<file path="src/rtl/spi_lp_pkg.sv">
package spi_lp_pkg;
  localparam int unsigned REG_W  = 8;
  localparam int unsigned CTRL_W = 5;

  typedef struct packed {
    logic ssi;     // software select level, active low
    logic ssm;     // 1: select from ssi
    logic master;
    logic ie;
    logic en;
  } ctrl_t;

  typedef struct packed {
    logic eot;
    logic ovr;
    logic modf;
  } flags_t;

  typedef enum logic {
    ADDR_CSR  = 1'b0,
    ADDR_DATA = 1'b1
  } addr_e;
endpackage

</file>
<file path="src/rtl/spi_sync.sv">
module spi_sync #(
  parameter int unsigned WIDTH = 3,
  parameter int unsigned STAGES = 2,
  parameter logic [WIDTH-1:0] RESET_VAL = '0
) (
  input  logic             clk_i,
  input  logic             rst_ni,
  input  logic [WIDTH-1:0] d_i,
  output logic [WIDTH-1:0] q_o
);
  localparam int unsigned CHAIN_W = WIDTH * STAGES;

  logic [CHAIN_W-1:0] chain_q;

  generate
    if (STAGES == 1) begin : g_one
      always_ff @(posedge clk_i or negedge rst_ni) begin
        if (!rst_ni) chain_q <= RESET_VAL;
        else         chain_q <= d_i;
      end
    end else begin : g_many
      always_ff @(posedge clk_i or negedge rst_ni) begin
        if (!rst_ni) chain_q <= {STAGES{RESET_VAL}};
        else         chain_q <= {chain_q[CHAIN_W-WIDTH-1:0], d_i};
      end
    end
  endgenerate

  assign q_o = chain_q[CHAIN_W-1 -: WIDTH];
endmodule

</file>
<file path="src/rtl/spi_rx_shift.sv">
module spi_rx_shift #(
  parameter int unsigned DATA_W = 8
) (
  input  logic              clk_i,
  input  logic              rst_ni,
  input  logic              sck_i,
  input  logic              mosi_i,
  input  logic              sel_i,
  input  logic              hold_i,
  output logic              done_o,
  output logic [DATA_W-1:0] byte_o
);
  localparam int unsigned CNT_W = (DATA_W > 1) ? $clog2(DATA_W) : 1;
  localparam logic [CNT_W-1:0] LAST = CNT_W'(DATA_W - 1);

  logic              sck_q;
  logic              rise;
  logic [CNT_W-1:0]  cnt_q;
  logic [DATA_W-1:0] sh_q;
  logic [DATA_W-1:0] nxt;
  logic              done_q;
  logic [DATA_W-1:0] byte_q;

  assign rise = sck_i & ~sck_q;
  assign nxt  = {sh_q[DATA_W-2:0], mosi_i};

  always_ff @(posedge clk_i or negedge rst_ni) begin
    if (!rst_ni) begin
      sck_q  <= 1'b0;
      cnt_q  <= '0;
      sh_q   <= '0;
      done_q <= 1'b0;
      byte_q <= '0;
    end else begin
      sck_q  <= sck_i;
      done_q <= 1'b0;
      if (!sel_i) begin
        cnt_q <= '0;
      end else if (!hold_i && rise) begin
        sh_q <= nxt;
        if (cnt_q == LAST) begin
          cnt_q  <= '0;
          done_q <= 1'b1;
          byte_q <= nxt;
        end else begin
          cnt_q <= cnt_q + 1'b1;
        end
      end
    end
  end

  assign done_o = done_q;
  assign byte_o = byte_q;
endmodule

</file>
<file path="src/rtl/spi_lp_ctrl.sv">
module spi_lp_ctrl (
  input  logic clk_i,
  input  logic rst_ni,
  input  logic halt_i,
  input  logic slave_i,
  input  logic sel_i,
  input  logic done_i,
  output logic hold_o,
  output logic accept_o
);
  logic halt_q;
  logic armed_q;
  logic recover_q;
  logic entry;
  logic arm_now;

  assign entry   = halt_i & ~halt_q;
  assign arm_now = entry & sel_i & slave_i;

  always_ff @(posedge clk_i or negedge rst_ni) begin
    if (!rst_ni) begin
      halt_q    <= 1'b0;
      armed_q   <= 1'b0;
      recover_q <= 1'b0;
    end else begin
      halt_q <= halt_i;
      if (!halt_i)    armed_q <= 1'b0;
      else if (entry) armed_q <= arm_now;
      if (!slave_i)                    recover_q <= 1'b0;
      else if (entry)                  recover_q <= 1'b1;
      else if (!halt_i && done_i)      recover_q <= 1'b0;
    end
  end

  // in halt only an armed slave keeps counting
  assign hold_o   = halt_i & ~(armed_q | arm_now);
  // first byte after halt exit only restores normal state
  assign accept_o = done_i & ~(recover_q & ~halt_i);
endmodule

</file>
<file path="src/rtl/spi_regs.sv">
module spi_regs
  import spi_lp_pkg::*;
#(
  parameter int unsigned DATA_W = 8
) (
  input  logic              clk_i,
  input  logic              rst_ni,
  input  logic              halt_i,
  input  logic              wait_i,
  input  logic              irq_mask_i,
  input  logic              reg_wr_i,
  input  logic              reg_rd_i,
  input  logic              reg_addr_i,
  input  logic [REG_W-1:0]  reg_wdata_i,
  input  logic              accept_i,
  input  logic [DATA_W-1:0] byte_i,
  input  logic              sel_i,
  output ctrl_t             ctrl_o,
  output flags_t            flags_o,
  output logic [DATA_W-1:0] data_o,
  output logic [REG_W-1:0]  reg_rdata_o,
  output logic              irq_o,
  output logic              wake_o
);
  ctrl_t             ctrl_q;
  flags_t            flags_q;
  logic [DATA_W-1:0] data_q;
  logic              rd_seq_q;
  logic              bus_ok;
  logic              is_csr;
  logic              clr;
  logic              fault;
  logic              eot_eff;

  assign bus_ok  = ~halt_i;
  assign is_csr  = (addr_e'(reg_addr_i) == ADDR_CSR);
  assign clr     = bus_ok & reg_rd_i & ~is_csr & rd_seq_q;
  assign fault   = ~halt_i & ctrl_q.en & ctrl_q.master & sel_i;
  assign eot_eff = flags_q.eot & ~clr;

  always_ff @(posedge clk_i or negedge rst_ni) begin
    if (!rst_ni) begin
      ctrl_q   <= '0;
      flags_q  <= '0;
      data_q   <= '0;
      rd_seq_q <= 1'b0;
    end else begin
      if (bus_ok) begin
        if (reg_wr_i && is_csr) ctrl_q <= ctrl_t'(reg_wdata_i[CTRL_W-1:0]);
        if (reg_wr_i || reg_rd_i) rd_seq_q <= reg_rd_i & is_csr;
      end
      if (clr) flags_q <= '0;
      if (fault) begin
        flags_q.modf  <= 1'b1;
        ctrl_q.master <= 1'b0;
      end
      if (accept_i) begin
        if (eot_eff) begin
          flags_q.ovr <= 1'b1;
        end else begin
          data_q      <= byte_i;
          flags_q.eot <= 1'b1;
        end
      end
    end
  end

  assign ctrl_o      = ctrl_q;
  assign flags_o     = flags_q;
  assign data_o      = data_q;
  assign reg_rdata_o = is_csr ? {flags_q, ctrl_q} : REG_W'(data_q);
  assign irq_o       = ctrl_q.ie & ~irq_mask_i & (|flags_q);
  assign wake_o      = ctrl_q.ie & (halt_i ? flags_q.eot : (wait_i & (|flags_q)));
endmodule

</file>
<file path="src/rtl/spi_slave_lp.sv">
module spi_slave_lp
  import spi_lp_pkg::*;
#(
  parameter int unsigned DATA_W      = 8,
  parameter int unsigned SYNC_STAGES = 2
) (
  input  logic             clk_i,
  input  logic             rst_ni,
  input  logic             sck_i,
  input  logic             mosi_i,
  input  logic             ss_ni,
  input  logic             reg_wr_i,
  input  logic             reg_rd_i,
  input  logic             reg_addr_i,
  input  logic [REG_W-1:0] reg_wdata_i,
  output logic [REG_W-1:0] reg_rdata_o,
  input  logic             irq_mask_i,
  input  logic             wait_i,
  input  logic             halt_i,
  output logic             irq_o,
  output logic             wake_o,
  output logic             outs_en_o
);
  logic              sck_s;
  logic              mosi_s;
  logic              ss_n_s;
  ctrl_t             ctrl;
  flags_t            flags;
  logic [DATA_W-1:0] rx_byte;
  logic [DATA_W-1:0] rx_data;
  logic              done;
  logic              accept;
  logic              hold;
  logic              sel;
  logic              slave;

  spi_sync #(
    .WIDTH     (3),
    .STAGES    (SYNC_STAGES),
    .RESET_VAL (3'b100)
  ) i_sync (
    .clk_i  (clk_i),
    .rst_ni (rst_ni),
    .d_i    ({ss_ni, mosi_i, sck_i}),
    .q_o    ({ss_n_s, mosi_s, sck_s})
  );

  assign sel   = ~(ctrl.ssm ? ctrl.ssi : ss_n_s);
  assign slave = ctrl.en & ~ctrl.master;

  spi_rx_shift #(.DATA_W(DATA_W)) i_shift (
    .clk_i  (clk_i),
    .rst_ni (rst_ni),
    .sck_i  (sck_s),
    .mosi_i (mosi_s),
    .sel_i  (sel & slave),
    .hold_i (hold),
    .done_o (done),
    .byte_o (rx_byte)
  );

  spi_lp_ctrl i_lp (
    .clk_i    (clk_i),
    .rst_ni   (rst_ni),
    .halt_i   (halt_i),
    .slave_i  (slave),
    .sel_i    (sel),
    .done_i   (done),
    .hold_o   (hold),
    .accept_o (accept)
  );

  spi_regs #(.DATA_W(DATA_W)) i_regs (
    .clk_i       (clk_i),
    .rst_ni      (rst_ni),
    .halt_i      (halt_i),
    .wait_i      (wait_i),
    .irq_mask_i  (irq_mask_i),
    .reg_wr_i    (reg_wr_i),
    .reg_rd_i    (reg_rd_i),
    .reg_addr_i  (reg_addr_i),
    .reg_wdata_i (reg_wdata_i),
    .accept_i    (accept),
    .byte_i      (rx_byte),
    .sel_i       (sel),
    .ctrl_o      (ctrl),
    .flags_o     (flags),
    .data_o      (rx_data),
    .reg_rdata_o (reg_rdata_o),
    .irq_o       (irq_o),
    .wake_o      (wake_o)
  );

  assign outs_en_o = ctrl.en & ctrl.master;
endmodule

</file>
<file path="config.mk">
export PLATFORM = sky130hd
export DESIGN_NAME = spi_slave_lp
export DESIGN_NICKNAME = d
export VERILOG_FILES = /design/src/rtl/spi_lp_pkg.sv /design/src/rtl/spi_sync.sv /design/src/rtl/spi_rx_shift.sv /design/src/rtl/spi_lp_ctrl.sv /design/src/rtl/spi_regs.sv /design/src/rtl/spi_slave_lp.sv
export SDC_FILE = /design/constraint.sdc
export NUM_CORES = 1
export LEC_CHECK = 0
export BUFFER_PORTS_ARGS = -buffer_cell sky130_fd_sc_hd__buf_2
export CAP_MARGIN = 0
export CORE_MARGIN = 1
export CORE_UTILIZATION = 50
export DETAILED_ROUTE_END_ITERATION = 8
export PLACE_DENSITY = 0.71
export SYNTH_ARGS = -nofsm -noshare
export SYNTH_HDL_FRONTEND = slang
export SYNTH_HIERARCHICAL = 1
export SYNTH_SLANG_ARGS = --single-unit
</file>
<file path="constraint.sdc">
create_clock -name clk_i -period 6 [get_ports clk_i]
set_input_delay 0.3 -clock clk_i [delete_from_list [all_inputs] [get_ports clk_i]]
set_output_delay 0.3 -clock clk_i [all_outputs]
set_load 0.005 [all_outputs]
</file>
### Yosys cells after proc, flatten, opt, wreduce, memory -nomap -nowiden

Index checks and enable logic that the tools add are counted.

| storage, ports and cells | value |
|---|---|
| bits of input ports | 19 |
| output and inout port bits | 11 |
| register bits | 46 |
| logic and storage cells | 96 |

| cells by class | value |
|---|---|
| reduce and logical (&&, ||, !) cells | 15 |
| add/subtract/negate cells | 1 |
| bitwise operators | 34 |
| mux-type cells | 22 |
| eq/ne operators | 5 |

Operators with widths:

| cell | number |
|---|---|
| 1-bit AND | 22 |
| 3-bit 2-to-1 mux | 6 |
| 1-bit 2-to-1 mux | 14 |
| 1-bit NOT | 11 |
| 2-bit AND reduction | 5 |
| 8-bit 2-to-1 mux | 1 |
| 2-bit by 1-bit inequality test with 1-bit output (second input constant) | 2 |
| 2-bit nonzero test | 2 |
| 3-bit by 1-bit adder with 3-bit output (second input constant) | 1 |
| 3-bit == test (second input constant) | 1 |
| 1-bit logical AND | 3 |
| 3-bit inequality test (second input constant) | 1 |
| 3-bit AND reduction | 1 |
| 3-bit OR reduction | 1 |
| 1-bit zero test | 2 |
| 2-bit 2-to-1 mux | 1 |
| 2-bit inequality test (second input constant) | 1 |
| 1-bit logical OR | 1 |
| 1-bit bitwise OR | 1 |

### Depth between registers and ports, before layout

| logic depth | value |
|---|---|
| depth after elaboration | 11 |
| mapped depth | 8 |
| depth with buffers taken out | 6 |

### Cells and area by module

The synthesis kept the hierarchy.

By module, submodules not included:

| module | area each (um^2) | cells an instance | instances | sequential area each (um^2) |
|---|---|---|---|---|
| spi_rx_shift | 837.1 | 49 | 1 | 500.5 |
| spi_regs | 820.8 | 60 | 1 | 425.4 |
| spi_sync | 175.2 | 9 | 1 | 152.6 |
| spi_lp_ctrl | 137.6 | 13 | 1 | 75.1 |
| spi_slave_lp | 28.8 | 4 | 1 | 0.0 |

### Least setup slack after synthesis

No wires, ideal clock.

| timing | value |
|---|---|
| path kind | flip-flop to flip-flop |
| start point | register i_sync.chain_q[5] |
| end point | register i_shift.byte_q[0], in the netlist i_shift/byte_o[0] |
| setup time | 0.125 ns |
| data required time | 5.875 ns |
| arrival | 1.826 ns |
| setup slack | 4.049 ns |
| period minus slack after synthesis | 1.951 ns |
| buffers on the path | 2 |
| stages on the path, launching flop included | 9 |
| path through | dfstp_2 -> buf_4 -> mux2i_1 -> and3b_1 -> nor3_1 -> and4bb_1 -> buf_6 -> nand2_8 -> mux2_4 |

| on the way | value |
|---|---|
| word-level cells in the longest chain between the ends | 10 |
| elaborated cells between the ends (all ways) | 11 |
| classes of those cells | 1 x mux; 7 x bitwise; 3 x reduce/logical |

RTL lines:

| element | RTL line | text |
|---|---|---|
| from (decl) | spi_sync.sv:13 | `logic [CHAIN_W-1:0] chain_q;` |
| from (signal assigned) | spi_sync.sv:23 | `if (!rst_ni) chain_q <= {STAGES{RESET_VAL}};` |
| from (signal assigned) | spi_sync.sv:24 | `else chain_q <= {chain_q[CHAIN_W-WIDTH-1:0], d_i};` |
| 1-bit 2-to-1 mux | spi_slave_lp.sv:48 | `assign sel = ~(ctrl.ssm ? ctrl.ssi : ss_n_s);` |
| 1-bit NOT | spi_slave_lp.sv:48 |  |
| net sel | spi_slave_lp.sv:34 | `logic sel;` |
| 1-bit AND (2 in a row) | spi_lp_ctrl.sv:18 | `assign arm_now = entry & sel_i & slave_i;` |
| 1-bit bitwise OR | spi_lp_ctrl.sv:36 | `assign hold_o = halt_i & ~(armed_q \| arm_now);` |
| 1-bit NOT | spi_lp_ctrl.sv:36 |  |
| 1-bit AND | spi_lp_ctrl.sv:36 |  |
| net hold | spi_slave_lp.sv:33 | `logic hold;` |
| 1-bit zero test | spi_rx_shift.sv:39 | `end else if (!hold_i && rise) begin` |
| 1-bit logical AND | spi_rx_shift.sv:39 |  |
| 3-bit AND reduction (no line) | -- |  |
| to (signal assigned) | spi_rx_shift.sv:44 | `byte_q <= nxt;` |
| to (decl) | spi_rx_shift.sv:22 | `logic [DATA_W-1:0] byte_q;` |

The timed path passes the listed nets, and every way through them passes these cells.
A chain may end at the register's enable or synchronous reset.

### Worst setup path after layout

| timing | value |
|---|---|
| start point | register i_regs.ctrl_q, in the netlist i_regs/ctrl_o[3] |
| end point | register i_shift.byte_q[6], in the netlist i_shift/byte_o[6] |

| on the way | value |
|---|---|
| word-level cells in the longest chain between the ends | 10 |
| elaborated cells between the ends (all ways) | 11 |
| classes of those cells | 1 x mux; 7 x bitwise; 3 x reduce/logical |

RTL lines:

| element | RTL line | text |
|---|---|---|
| from (decl) | spi_regs.sv:25 | `ctrl_t ctrl_q;` |
| from (signal assigned) | spi_regs.sv:49 | `if (reg_wr_i && is_csr) ctrl_q <= ctrl_t'(reg_wdata_i[CTRL_W-1:0]);` |
| 1-bit 2-to-1 mux | spi_slave_lp.sv:48 |  |
| 1-bit NOT | spi_slave_lp.sv:48 |  |
| net sel | spi_slave_lp.sv:34 |  |
| 1-bit AND (2 in a row) | spi_lp_ctrl.sv:18 |  |
| 1-bit bitwise OR | spi_lp_ctrl.sv:36 |  |
| 1-bit NOT | spi_lp_ctrl.sv:36 |  |
| 1-bit AND | spi_lp_ctrl.sv:36 |  |
| net hold | spi_slave_lp.sv:33 |  |
| 1-bit zero test | spi_rx_shift.sv:39 |  |
| 1-bit logical AND | spi_rx_shift.sv:39 |  |
| 3-bit AND reduction (no line) | -- |  |

The timed path passes the listed nets, and every way through them passes these cells.

==> run_results.csv <==
group,metric,value,unit
status,status,"completed",
worst_setup_path,cp_num_buf_inv,0,
global_route,grt_pass1_vias,1120,
sta,final_max_slew_viol_count,0,
drt,wire_per_inst,15.5,microns
sta,hold_viol,0,
cells_and_area,nNetsFinal,184,
worst_setup_path,cp.required,6.18,ns
global_route,grt_max_degree,47,
drt,drt_iter0_markers,44,
cts,ctsHoldBuffers,0,
flow_run,maxCapViolations,0,
logic_synthesis,synthesis.nets,156,
sta,fin_skew,0.00387,ns
cts,clk_path_buf_depth,2,
cells_and_area,finish.utilization,59.9,%
logic_synthesis,yosysUniqueCellTypes,34,
cts,htreeDepth,2,
global_route,grt_first_pass_wirelength,5.49,mm
logic_synthesis,ys_ff_latch,46,
floorplanning,die_h,65.2,microns
placed_design,port_buffers,26,
cts,clk_latency,0.29,ns
floorplanning,std_cell_rows,22,
drt,num_vias,1101,
worst_setup_path,end_kind,"flop",
sta,setup_viol,0,
logic_synthesis,ys_seq_area_share,57.7,%
drt,first_pass_iters,4,
floorplanning,die_w,65.2,microns
global_route,grt_use_total,18.1,%
logic_synthesis,syn_inst,135,
logic_synthesis,ys_warn_count,6,
worst_setup_path,cp.depth,6,
min_path,holdPathStages,1,
power,irDropWorstVdd,0.000112,V
worst_setup_path,reg2reg_depth,6,
drt,routed_via_density,5.19,
cells_and_area,mostFrequentLayoutCell,"dfrtp_1",
cts,cts_tree,"yes",
power,p_per_area,274,nW/um^2
cts,post_cts_buffers,0,
floorplanning,core_region_area,3740,sq um
drt,drc,0,
sta,post-route-period-util,37.5,%
cells_and_area,fillers,311,
worst_setup_path,critPathMaxFanout,9,
cells_and_area,drive_above_1_share,47.0,%
logic_synthesis,synthFlopType,"dfrtp_1",
cells_and_area,final_cell_mix,"44 x dfrtp_1, 27 x mux2_2, 26 x buf_2, 8 x mux2_4",
logic_synthesis,syn_area,2000,sq um
global_route,antenna_found_initial,0,
sta,grt_setup_unrepaired,"no",
cts,cts_sinks,46,
sta,tightest_slew,0.965,ns
floorplanning,die_area,4260,sq um
cells_and_area,syn_to_final_growth,12.1,%
worst_setup_path,critPathLaunchType,"flop",
worst_setup_path,path_delay_family,"simple AND/OR/NAND/NOR gates",
worst_setup_path,path_cells,"mux2i_1 > and3b_1 > nor3_1 > and4bb_1 > nand2_8 > mux2_4",
cts,clk_pin_slew,0.08,ns
logic_synthesis,syn_area_per_cell,14.8,sq um
sta,fin_crit,2.25,ns
drt,antenna_left,0,
floorplanning,start_util,53.4,%
sta,finalSetupTns,0,ns
min_path,hp-class,"primary input to flop",
cells_and_area,antenna_cells,0,
cts,cts_resized,0,
worst_setup_path,crit_path_top_delay_cell,"and4bb_1",
global_route,grt.overflow.total,0,
worst_setup_path,critPathMaxStageDelay,0.61,ns
cts,cts_buffers,5,
drt,wl,3.29,mm
floorplanning,io_pins,30,
sta,fmax,444,MHz
placed_design,gp_congestion,0.744,
cts,cts_root_buf,"clkbuf_8",
sta,max_slew_margin,35.7,%
worst_setup_path,crit_type,"flop to flop",
logic_synthesis,synthArstFlopShare,100,%
worst_setup_path,crit_arrival,2.43,ns
power,p_leak,1.16,nW
placed_design,hpwlAfterDp,2.39,mm
logic_synthesis,synth-edff-count,0,
stage by stage:
| stage | hold WS [ns] | std cells | instance area, sq um | total power, W | setup WS [ns] |
|---|---|---|---|---|---|
| after floorplan | 0.00441 | 135 | 2000 | 0.000402 | 4.05 |
| after global placement | 0.334 | 204 | 2150 | 0.000431 | 3.78 |
| after detailed placement | 0.342 | 204 | 2150 | 0.000435 | 3.73 |
| after CTS | 0.0924 | 212 | 2240 | 0.000622 | 3.71 |
| after global routing | 0.0765 | 212 | 2240 | 0.000650 | 3.62 |
| final | 0.0998 | 212 | 2240 | 0.000615 | 3.75 |
synthesized netlist by cell type, drive strengths merged (2+ instances only):
| cell | n | area, sq um |
|---|---|---|
| a21boi | 2 | 26.3 |
| and2 | 3 | 20.0 |
| buf | 5 | 38.8 |
| dfrtp | 44 | 1100 |
| dfstp | 2 | 52.6 |
| ha | 2 | 25.0 |
| inv | 3 | 11.3 |
| mux2 | 35 | 424 |
| mux2i | 4 | 40.0 |
| nand2 | 6 | 38.8 |
| nand4b | 2 | 32.5 |
| nor2 | 6 | 22.5 |
| nor2b | 5 | 31.3 |
| nor3 | 2 | 10.0 |
| nor3b | 3 | 38.8 |
| o21ai | 2 | 10.0 |
registers in the layout (all words and copies together), names as in the netlist, 3 cells and up:
name,flops
i_regs/ctrl_o,5
i_regs/data_o,8
i_regs/flags_o,3
i_shift/byte_o,8
i_shift/cnt_q,3
i_shift/sh_q,7
i_sync/chain_q,6
cell families (layout without fill, tap and decap cells):
group,after synthesis,count (layout),synth area share [%]
AO/OA/AOI/OAI,9,9,3.88
adder cells (fa/ha/maj),2,2,1.25
buffers and inverters,8,37,2.50
flip-flops,46,46,57.7
multiplexers,39,39,23.2
AND/OR/NAND/NOR,31,31,11.5
power by group:
group          internal, W  total (W)  switching [W]
Combinational    0.0000409  0.0000749      0.0000340
Sequential        0.000333   0.000352      0.0000193
Clock            0.0000929   0.000188      0.0000952
layer usage:
metal / global-route usage (%) / vias up / routed length (microns)
met1: 21.9 / 549 / 1470
met4: 8.15 / 0 / 59
met2: 29.4 / 20 / 1640
met3: 5.73 / 6 / 120
met5: 0 / - / 0
li1: - / 526 / -
final timing paths:
kind	start	endpoint	slack (ns)
max	i_regs/ctrl_o[3]$_DFFE_PN0P_	i_shift/byte_o[6]$_DFFE_PN0P_	3.75
min reg2reg	i_sync/chain_q[1]$_DFF_PN0_	i_sync/chain_q[4]$_DFF_PN0_	0.36
min in group asynchronous	rst_ni	i_sync/chain_q[0]$_DFF_PN0_	0.16
max in group asynchronous	rst_ni	i_regs/flags_o[0]$_DFFE_PN0P_	5.25
min	ss_ni	i_sync/chain_q[2]$_DFF_PN1_	0.1
max reg2reg	i_regs/ctrl_o[3]$_DFFE_PN0P_	i_shift/byte_o[6]$_DFFE_PN0P_	3.75
layout make-up:
cell class	instances	area, sq um	area share [%]
Clock inverter	1	5.00	0.223
Tap cell	48	60.1	2.68
Inverter	3	11.3	0.502
Clock buffer	7	86.3	3.85
Sequential cell	46	1150	51.5
Timing Repair Buffer	26	130	5.80
Multi-Input combinational cell	81	796	35.5
Note: power is estimated with default switching activity, not from simulation.
